[src/rtl/pte_fill_pkg.sv]
// Package: shared types for the page table entry fill engine.
// Assumes: group exponents never exceed 7 (at most 128 entries per group).
package pte_fill_pkg;
    localparam int EXP_W   = 3;
    localparam int EXP_MAX = 7;

    typedef enum logic [2:0] {
        ST_IDLE,
        ST_GROUP,
        ST_LO,
        ST_HI,
        ST_FIN
    } fill_state_t;
endpackage

[src/rtl/pte_group_sel.sv]
// Module: picks the exponent of the next entry group.
// Returns the largest e in 0..EXP_MAX with 2^e <= remaining count and the
// index aligned to 2^e. Assumes CNT_W > EXP_MAX and a nonzero count.
module pte_group_sel
    import pte_fill_pkg::*;
#(
    parameter int IDX_W = 16,
    parameter int CNT_W = 16
) (
    input  logic [IDX_W-1:0] idx,
    input  logic [CNT_W-1:0] remain,
    output logic [EXP_W-1:0] grp_exp
);
    // Ascending scan: the last size that fits and is aligned wins.
    always_comb begin
        grp_exp = '0;
        for (int e = 0; e <= EXP_MAX; e++) begin
            if (remain >= (CNT_W'(1) << e) &&
                (idx & IDX_W'((1 << e) - 1)) == '0)
                grp_exp = EXP_W'(e);
        end
    end
endmodule

[src/rtl/pte_word_gen.sv]
// Module: builds the low/high word pair of one entry for the current group.
// Assumes: MT_W >= 9 and 40 + MT_W <= 64; TAG_W <= 15 so the tag fits at bit 17.
module pte_word_gen
    import pte_fill_pkg::*;
#(
    parameter int PA_W  = 40,
    parameter int MT_W  = 9,
    parameter int TAG_W = 15
) (
    input  logic [PA_W-1:0]  pa,
    input  logic [MT_W-1:0]  mem_type,
    input  logic [1:0]       target,
    input  logic             sys_access,
    input  logic             write_only,
    input  logic [EXP_W-1:0] grp_exp,
    input  logic [TAG_W-1:0] tag_base,
    input  logic [PA_W-1:0]  delta,
    input  logic             unmap,
    output logic [31:0]      word_lo,
    output logic [31:0]      word_hi
);
    logic [63:0]      ent;
    logic [1:0]       comp;
    logic [PA_W-1:0]  prod;
    logic [TAG_W-1:0] tag;

    // Entry value with flags, target and memory type merged in.
    always_comb begin
        ent = 64'(pa) | (64'(mem_type) << 40) | (64'(target) << 4) | 64'd1;
        if (sys_access) ent[6] = 1'b1;
        if (!write_only) ent[3] = 1'b1;
    end

    // Per-group compression tag from the running delta.
    always_comb begin
        comp = mem_type[8:7];
        prod = (delta >> 16) * PA_W'(comp);
        tag  = tag_base + TAG_W'(prod);
    end

    // Final word pair, forced to zero for unmap.
    always_comb begin
        word_lo = ent[31:0] | (32'(grp_exp) << 7);
        word_hi = ent[63:32];
        if (comp != 2'd0) word_hi = word_hi | (32'(tag) << 17);
        if (unmap) begin
            word_lo = '0;
            word_hi = '0;
        end
    end
endmodule

[src/rtl/pte_fill_engine.sv]
// Module: top of the page table entry fill engine.
// Latches a run on start, cuts it into aligned power-of-two groups and
// writes each entry as a low then high word on a valid/ready port.
// Assumes: first_idx + entry_cnt stays inside the table; wr_ready may stall.
module pte_fill_engine
    import pte_fill_pkg::*;
#(
    parameter int IDX_W   = 16,
    parameter int CNT_W   = 16,
    parameter int PA_W    = 40,
    parameter int MT_W    = 9,
    parameter int TAG_W   = 15,
    parameter int SHIFT_W = 5
) (
    input  logic               clk,
    input  logic               rst_n,
    input  logic               start,
    input  logic               unmap,
    input  logic [IDX_W-1:0]   first_idx,
    input  logic [CNT_W-1:0]   entry_cnt,
    input  logic [PA_W-1:0]    phys_base,
    input  logic [MT_W-1:0]    mem_type,
    input  logic               sys_access,
    input  logic               write_only,
    input  logic [SHIFT_W-1:0] page_shift,
    input  logic [PA_W-1:0]    stolen_base,
    input  logic [TAG_W-1:0]   tag_base,
    output logic               wr_valid,
    output logic [IDX_W+2:0]   wr_addr,
    output logic [31:0]        wr_data,
    input  logic               wr_ready,
    output logic               busy,
    output logic               done
);
    localparam int TBL_AW = IDX_W + 3;
    localparam int GRP_W  = EXP_MAX + 2;
    localparam int SH_W   = SHIFT_W + 1;

    fill_state_t        state;
    logic [IDX_W-1:0]   idx_q;
    logic [CNT_W-1:0]   cnt_q;
    logic [GRP_W-1:0]   grp_q;
    logic [PA_W-1:0]    pa_q;
    logic [PA_W-1:0]    delta_q;
    logic [31:0]        lo_q;
    logic [31:0]        hi_q;
    logic               unmap_q;
    logic [MT_W-1:0]    mt_q;
    logic [1:0]         tgt_q;
    logic               sys_q;
    logic               wo_q;
    logic [SHIFT_W-1:0] shift_q;
    logic [TAG_W-1:0]   tagb_q;

    logic [EXP_W-1:0]   grp_exp;
    logic [31:0]        gen_lo;
    logic [31:0]        gen_hi;
    logic [SH_W-1:0]    adv_sh;
    logic [PA_W-1:0]    adv;

    pte_group_sel #(.IDX_W(IDX_W), .CNT_W(CNT_W)) u_sel (
        .idx     (idx_q),
        .remain  (cnt_q),
        .grp_exp (grp_exp)
    );

    pte_word_gen #(.PA_W(PA_W), .MT_W(MT_W), .TAG_W(TAG_W)) u_gen (
        .pa         (pa_q),
        .mem_type   (mt_q),
        .target     (tgt_q),
        .sys_access (sys_q),
        .write_only (wo_q),
        .grp_exp    (grp_exp),
        .tag_base   (tagb_q),
        .delta      (delta_q),
        .unmap      (unmap_q),
        .word_lo    (gen_lo),
        .word_hi    (gen_hi)
    );

    // Per-group advance of the address and the compression delta.
    always_comb begin
        adv_sh = SH_W'(grp_exp) + SH_W'(shift_q);
        adv    = PA_W'(1) << adv_sh;
    end

    // Sequencer: latch, plan group, write low word, write high word, finish.
    always_ff @(posedge clk) begin
        if (!rst_n) begin
            state   <= ST_IDLE;
            idx_q   <= '0;
            cnt_q   <= '0;
            grp_q   <= '0;
            pa_q    <= '0;
            delta_q <= '0;
            lo_q    <= '0;
            hi_q    <= '0;
            unmap_q <= 1'b0;
            mt_q    <= '0;
            tgt_q   <= '0;
            sys_q   <= 1'b0;
            wo_q    <= 1'b0;
            shift_q <= '0;
            tagb_q  <= '0;
        end else begin
            case (state)
                ST_IDLE: begin
                    if (start) begin
                        idx_q   <= first_idx;
                        cnt_q   <= entry_cnt;
                        delta_q <= '0;
                        unmap_q <= unmap;
                        mt_q    <= mem_type;
                        sys_q   <= sys_access;
                        wo_q    <= write_only;
                        shift_q <= page_shift;
                        tagb_q  <= tag_base;
                        if (stolen_base != '0) begin
                            pa_q  <= phys_base + stolen_base;
                            tgt_q <= 2'd3;
                        end else begin
                            pa_q  <= phys_base;
                            tgt_q <= 2'd0;
                        end
                        state <= (entry_cnt == '0) ? ST_FIN : ST_GROUP;
                    end
                end
                ST_GROUP: begin
                    lo_q    <= gen_lo;
                    hi_q    <= gen_hi;
                    grp_q   <= GRP_W'(1) << grp_exp;
                    cnt_q   <= cnt_q - (CNT_W'(1) << grp_exp);
                    pa_q    <= pa_q + adv;
                    delta_q <= delta_q + adv;
                    state   <= ST_LO;
                end
                ST_LO: begin
                    if (wr_ready) state <= ST_HI;
                end
                ST_HI: begin
                    if (wr_ready) begin
                        idx_q <= idx_q + 1'b1;
                        grp_q <= grp_q - 1'b1;
                        if (grp_q != GRP_W'(1)) state <= ST_LO;
                        else if (cnt_q == '0)   state <= ST_FIN;
                        else                    state <= ST_GROUP;
                    end
                end
                ST_FIN:  state <= ST_IDLE;
                default: state <= ST_IDLE;
            endcase
        end
    end

    // Port outputs decoded from the sequencer state.
    always_comb begin
        wr_valid = (state == ST_LO) || (state == ST_HI);
        wr_addr  = {idx_q, (state == ST_HI), 2'b00};
        wr_data  = (state == ST_HI) ? hi_q : lo_q;
        busy     = (state == ST_GROUP) || wr_valid;
        done     = (state == ST_FIN);
    end

    // A stalled request keeps its address and data.
    p_stall_hold_r8: assert property (@(posedge clk) disable iff (!rst_n)
        wr_valid && !wr_ready |=> wr_valid && $stable(wr_addr) && $stable(wr_data));

    // An accepted low word is followed by the high word of the same entry.
    p_hi_after_lo_r1: assert property (@(posedge clk) disable iff (!rst_n)
        wr_valid && wr_ready && !wr_addr[2] |=>
        wr_valid && wr_addr[2] && wr_addr[TBL_AW-1:3] == $past(wr_addr[TBL_AW-1:3]));

    // Chosen group fits in the remaining count and is aligned at the index.
    p_group_fit_r4: assert property (@(posedge clk) disable iff (!rst_n)
        state == ST_GROUP |->
        (CNT_W'(1) << grp_exp) <= cnt_q &&
        (idx_q & ((IDX_W'(1) << grp_exp) - IDX_W'(1))) == '0);

    // Unmap writes only zero words.
    p_unmap_zero_r7: assert property (@(posedge clk) disable iff (!rst_n)
        wr_valid && unmap_q |-> wr_data == 32'd0);

    // Mapped low words carry the present bit.
    p_present_r2: assert property (@(posedge clk) disable iff (!rst_n)
        wr_valid && !unmap_q && !wr_addr[2] |-> wr_data[0]);

    // done is a single-cycle pulse with busy low.
    p_done_pulse_r9: assert property (@(posedge clk) disable iff (!rst_n)
        done |-> !busy ##1 !done);

    // A zero-count start completes in the next cycle without writes.
    p_zero_count_r10: assert property (@(posedge clk) disable iff (!rst_n)
        start && !busy && !done && entry_cnt == '0 |=> done && !wr_valid);
endmodule

[config.mk]
export PLATFORM = sky130hd
export DESIGN_NAME = pte_fill_engine
export DESIGN_NICKNAME = d
export VERILOG_FILES = /design/src/rtl/pte_fill_pkg.sv /design/src/rtl/pte_group_sel.sv /design/src/rtl/pte_word_gen.sv /design/src/rtl/pte_fill_engine.sv
export SDC_FILE = /design/constraint.sdc
export NUM_CORES = 1
export LEC_CHECK = 0
export BUFFER_PORTS_ARGS = -buffer_cell sky130_fd_sc_hd__clkbuf_2
export CORE_MARGIN = 1.5
export CORE_UTILIZATION = 60
export DETAILED_ROUTE_END_ITERATION = 6
export PLACE_DENSITY_LB_ADDON = 0.12
export SLEW_MARGIN = 5
export SYNTH_ARGS = -nofsm -noshare
export SYNTH_HDL_FRONTEND = slang
export SYNTH_SLANG_ARGS = --single-unit
[constraint.sdc]
create_clock -name clk -period 7.7 [get_ports clk]
set_input_delay 1.925 -clock clk [delete_from_list [all_inputs] [get_ports clk]]
set_output_delay 1.925 -clock clk [all_outputs]
set_load 0.05 [all_outputs]
# --- Word level (Yosys, flattened, before mapping) ---
# Index checks and enable logic that the tools add are counted.
# Widths: inputs -> output; s select.
word_totals:
  word_cells: 108
  out_inout_bits: 54
  reg_bits: 222
classes:
  bitwise: 4
  shift: 3
  magnitude_cmp: 7
  reduce_logical: 29
  multipliers: 1
  eq_ne: 8
  n_mux: 33
  addsub: 8
op_table:
  columns: ["cell", "n"]
  rows:
  - ["$pmux 40 s2", 2]
  - ["$logic_not 16->1", 9]
  - ["$mux 32", 4]
  - ["$add 40x40->40", 3]
  - ["$mux 40", 3]
  - ["$or 64x6->64", 1]
  - ["$pmux 16 s2", 2]
  - ["$or 40x49->49", 1]
  - ["$mux 16", 3]
  - ["$reduce_bool 40->1", 1]
  - ["$shl 1x6->40 const A", 1]
  - ["$mux 3", 12]
  - ["$or 32x10->32", 1]
  - ["$or 32x32->32", 1]
  - ["$mul 24x2->15", 1]
  - ["$pmux 9 s2", 1]
  - ["$add 16x1->16 const B", 1]
  - ["$ge 16x2->1 const B", 1]
  - ["$ge 16x3->1 const B", 1]
  - ["$ge 16x4->1 const B", 1]
  - ["$ge 16x5->1 const B", 1]
  - ["$ge 16x6->1 const B", 1]
  - ["$ge 16x7->1 const B", 1]
  - ["$ge 16x8->1 const B", 1]
  - ["22 further kinds", 39]

# --- Longest topological paths before layout ---
logic_depth:
  ltp_word: 13
  ltp_mapped: 31

# --- Hierarchy ---
# Synthesis repeated with hierarchy kept, for this count alone.
unflattened:
  cells_unflattened: 2660
  hier_area_um2: 19169.6
by_module_without_submodules:
  columns: ["module", "cells_per_inst", "instances", "area_per_inst_um2"]
  rows:
  - ["pte_fill_engine", 2386, 1, 17397.9]
  - ["pte_word_gen", 248, 1, 1595.3]
  - ["pte_group_sel", 26, 1, 176.4]

# --- Least setup slack after synthesis ---
# No wires, ideal clock.
synth_path:
  kind: "reg-to-reg"
  from: "register cnt_q[9]"
  to: "register delta_q[30]"
  required_time_ps: 7566
  setup_slack_ps: 1078
  n_path_buf: 1
  period_less_slack_ps: 6622
  t_arrival_ps: 6488
  stages_incl_launch_ff: 29
  path_cell_list: "dfxtp_1 > nor4_4 > nand2_1 > or4_1 > or4_1 > o31ai_2 > nand3_2 > a21oi_1 > o21ai_2 > nand2_2 > ha_1 > inv_1 > fa_1 > nor2b_1 > o21a_1 > nor2_1 > a31oi_1 > nor2_1 > ha_1 > buf_1 > a41o_1 > a211o_1 > a31oi_1 > o21ai_1 > a221o_1 > a41oi_2 > nor4_1 > a2111oi_0 > a31oi_1"
synth_between:
  elab_chain_len: 13
  elab_cells_between_ends: 25
  cone_classes: "2 x add/sub; 7 x order compare; 1 x shift; 8 x mux; 7 x reduce/logical"
synth_lines:
  columns: ["element", "line", "rtl"]
  rows:
  - ["start: declaration", "pte_fill_engine.sv:41", "logic [CNT_W-1:0] cnt_q;"]
  - ["start signal: assignment", "pte_fill_engine.sv:110", "cnt_q <= entry_cnt;"]
  - ["start signal: assignment", "pte_fill_engine.sv:132", "cnt_q <= cnt_q - (CNT_W'(1) << grp_exp);"]
  - ["$ge 16x2->1", "pte_group_sel.sv:18", "if (remain >= (CNT_W'(1) << e) &&"]
  - ["$logic_and 1x1->1", "pte_group_sel.sv:18", null]
  - ["$mux 1", "pte_group_sel.sv:18", null]
  - ["$mux 3 (5 in series)", "pte_group_sel.sv:18", null]
  - ["$mux 3 (*)", "pte_group_sel.sv:18", null]
  - ["$add 3x5->6 (*)", "pte_fill_engine.sv:83", "adv_sh = SH_W'(grp_exp) + SH_W'(shift_q);"]
  - ["$shl 1x6->40 (*)", "pte_fill_engine.sv:84", "adv = PA_W'(1) << adv_sh;"]
  - ["$add 40x40->40 (*)", "pte_fill_engine.sv:134", "delta_q <= delta_q + adv;"]
  - ["$pmux 40 s2 (*)", "pte_fill_engine.sv:106", "case (state)"]
  - ["end signal: assignment", "pte_fill_engine.sv:134", null]
  - ["end: declaration", "pte_fill_engine.sv:44", "logic [PA_W-1:0] delta_q;"]
# Mark *: on every way between the ends. The rest lies on a longest branch, timed or not.
# A chain may end at the register's enable or synchronous reset.

# --- Worst setup path after layout ---
layout_path:
  from: "register cnt_q[9]"
  to: "register pa_q[36]"
layout_between:
  elab_chain_len: 13
  elab_cells_between_ends: 25
  cone_classes: "2 x add/sub; 7 x order compare; 1 x shift; 8 x mux; 7 x reduce/logical"
layout_lines:
  columns: ["element", "line", "rtl"]
  rows:
  - ["$ge 16x2->1", "pte_group_sel.sv:18", null]
  - ["$logic_and 1x1->1", "pte_group_sel.sv:18", null]
  - ["$mux 1", "pte_group_sel.sv:18", null]
  - ["$mux 3 (5 in series)", "pte_group_sel.sv:18", null]
  - ["$mux 3 (*)", "pte_group_sel.sv:18", null]
  - ["$add 3x5->6 (*)", "pte_fill_engine.sv:83", null]
  - ["$shl 1x6->40 (*)", "pte_fill_engine.sv:84", null]
  - ["$add 40x40->40 (*)", "pte_fill_engine.sv:133", "pa_q <= pa_q + adv;"]
  - ["$pmux 40 s2 (*)", "pte_fill_engine.sv:106", null]
  - ["end signal: assignment", "pte_fill_engine.sv:119", "pa_q <= phys_base + stolen_base;"]
  - ["end signal: assignment", "pte_fill_engine.sv:122", "pa_q <= phys_base;"]
  - ["end signal: assignment", "pte_fill_engine.sv:133", null]
  - ["end: declaration", "pte_fill_engine.sv:43", "logic [PA_W-1:0] pa_q;"]
# Marked as above.

==> impl_metrics.tcl <==
set metrics [dict create \
    cts_resized 0 \
    port_buffers 199 \
    crit_end "pa_q[36]" \
    worstHoldPathCells 2 \
    cap_viol_max_count 0 \
    nNetsFinal 2708 \
    netlist_area_um2 17110 \
    wl_per_cell_um 19.45 \
    timing.rr.end "pa_q[36]" \
    critical-path-slowest-cell "or4_1" \
    synth.area.top_cells "dfxtp_1, ha_1, nand2_1" \
    num_rows 61 \
    cts_buffer_depth 3 \
    htreeDepth 1 \
    fin_worst_skew_ns 0.02565 \
    slew_headroom_pct 14.73 \
    gr-usage-all-layers_pct 36.22 \
    r2r-start "cnt_q[9]" \
    reg2regPathDepth 31 \
    die_w_um 171.9 \
    syn_area_per_cell_um2 7.515 \
    dieArea_um2 29540 \
    first_pass_iters 6 \
    drtIter0Drc 1640 \
    end_kind "flop" \
    insertion_delay_ns 0.54 \
    path_clk_slew_ns 0.06 \
    max_freq_ghz 0.1374 \
    post-cts-setup-buffers 0 \
    critPathLaunchType "flop" \
    r2r_slack_ns 0.42 \
    critPathMostFrequentCell "a21o_1" \
    status "finished clean" \
    place_congestion 0.9676 \
    clock-sinks 212 \
    antenna_cells 0 \
    grt_pass1_wl_um 85150 \
    ys_warn_count 0 \
    grt_pass1_vias 16250 \
    synth_top_cell_area_share_pct 24.80 \
    routed_wirelength_um 54600 \
    fin_crit_ns 7.278 \
    num_io_pins 202 \
    synth_cell_types 92 \
    p_per_area_nw_per_um2 225.1 \
    cellLeakagePower_nw 8.886 \
    num_vias 17580 \
    cts_hold_buf 0 \
    grt_start_max_net_pins 75 \
    ys_ff_latch 212 \
    instances_no_fill 2807 \
    criticalPathCategory "reg -> reg" \
    root_buffer "clkbuf_16" \
    grt-ovfl-total 0 \
    finalSetupTns_ns 0 \
    synth_common_cells "nand2_1, dfxtp_1, nor2_1" \
    dieHeight_um 171.9 \
    nFillCells 2449 \
    viasPerCell 6.263 \
    hp-class "reg -> reg" \
    cts_tree "yes" \
    antenna_found_initial 1 \
    yosys.area.top_type "dfxtp_1" \
    worstSetupPathDepth 31 \
    ir_drop_v 0.0002544 \
    syn2layout_area_growth_pct 12.06 \
    synth_edf_count 0 \
    synthFlopType "dfxtp_1" \
    critical_path.top_delay_family "simple AND/OR/NAND/NOR gates" \
    hold-worst-slack_ns 0.4391 \
    worstPathRequired_ns 8.12 \
    coreArea_um2 27930 \
    slew_violations 0 \
    yosysMostFrequentCell "nand2_1" \
    ant_nets 0 \
    rsz0062_at_grt "no" \
    place_inst 2761 \
    crit_buf_inv 2 \
    crit_path_start "cnt_q[9]" \
    tightest_slew_ns 1.279 \
    cpPeakStageDelay_ns 0.52 \
    hold_viol_final 0 \
    arrival_ns 7.69 \
    cts_buffers 25 \
    start_util_pct 61.26 \
    report.final.setup_viol 0 \
    drive_gt1_share_pct 12.89 \
    critPathMaxFanout 9 \
    drcViolationCount 0 \
    seq_area_frac_synth_pct 24.80 \
    final.period_utilization_pct 94.51 \
    hpwl_um 41260 \
    async_reset_ff_share_pct 0 \
    synthesis.instances 2277 \
]
## sequential cells by signal, indices dropped and copies added, names as in the netlist
register and flops:
tagb_q 15, wo_q 1, unmap_q 1, mt_q 9, delta_q 31, hi_q 32, grp_q 9, tgt_q 1
lo_q 32, cnt_q 16, pa_q 40, sys_q 1, idx_q 16, shift_q 5, state 3
## logic make-up (layout without fill, tap and decap cells)
| logic type | Yosys count | count (layout) | share of synthesized area [%] |
|---|---|---|---|
| other | 1 | 2 | 0.02192 |
| and+or+nand+nor | 838 | 838 | 22.81 |
| AOI/OAI and AO/OA | 747 | 747 | 29.71 |
| muxes | 10 | 10 | 0.5923 |
| DFF | 212 | 212 | 24.80 |
| buffers and inverters | 211 | 362 | 4.753 |
| xor gates and xnor gates | 105 | 105 | 5.418 |
| adders and majority gates | 153 | 153 | 11.89 |
## worst min-delay path by stage
stage                 start  endpoint  slack (ns)
finish              lo_q[7]   lo_q[7]        0.44
global route        lo_q[6]   lo_q[6]        0.47
CTS                 lo_q[7]   lo_q[7]        0.44
detailed placement  lo_q[7]   lo_q[7]        0.43
global placement    lo_q[7]   lo_q[7]        0.43
floorplan           lo_q[4]   lo_q[4]        0.42
## cell type report
class	count	area (µm²)	share of cell area, %
multi-input combinational	1855	12120	63.21
sequential	212	4244	22.13
timing repair buffer	219	1149	5.990
clock buffer	32	701.9	3.660
tap	378	473.0	2.466
inverter	97	364.1	1.899
clock inverter	14	123.9	0.6460
## worst reg2reg max path, delay by kind of cell (launching register included)
family	cells	cell delay, ns
AND/OR/NAND/NOR	13	3.46
AO/OA/AOI/OAI	12	1.99
adder cells (fa/ha/maj)	3	0.95
flip-flops	1	0.37
buffers and inverters	2	0.24
multiplexers	1	0.11
## through the flow
stage / util [%] / setup WS (ns) / power (mW) / instance area [µm²]
floorplan: - / 1.078 / 2.613 / 17120
global placement: 65.57 / 0.6810 / 3.061 / 18320
detailed placement: 65.57 / 0.4504 / 3.097 / 18320
CTS: 68.53 / 0.3832 / 4.278 / 19140
global route: 68.65 / 0.01809 / 4.555 / 19180
finish: 68.65 / 0.4224 / 4.316 / 19180
## per-layer routing
layer / global-route usage, % / routed length, µm / up-vias / share of wire (%)
met5: 0 / 12 / - / 0.022
li1: - / - / 8458 / -
met4: 12.33 / 1757 / 2 / 3.2
met3: 4.944 / 4731 / 112 / 8.7
met1: 50.38 / 24320 / 8222 / 45
met2: 57.58 / 23770 / 786 / 44
## where the power goes
part | total [mW] | leakage (nW) | switching, mW | internal (mW)
logic | 1.77 | 6.75 | 1.16 | 0.619
registers | 1.36 | 1.73 | 0.142 | 1.22
clock network | 1.18 | 0.410 | 0.501 | 0.683
total | 4.32 | 8.89 | 1.80 | 2.52
## cells in the final DEF (no fill, tap or decap), drive strengths merged, types with 17 or more instances in the layout
cell type,count
o211ai,38
a22o,62
a21boi,54
nand2b,26
and2,28
a22oi,25
inv,98
clkbuf,230
fa,17
xnor2,58
o21ai,151
nand3,44
o21bai,23
dfxtp,212
buf,21
ha,133
a21oi,159
nor4,24
nor2b,44
a31oi,18
o21a,22
nor2,154
and3,27
a21o,79
nand2,389
xor2,47
nand4,23
nor3,28
a211oi,23
Power figures use the tool's default switching activity.
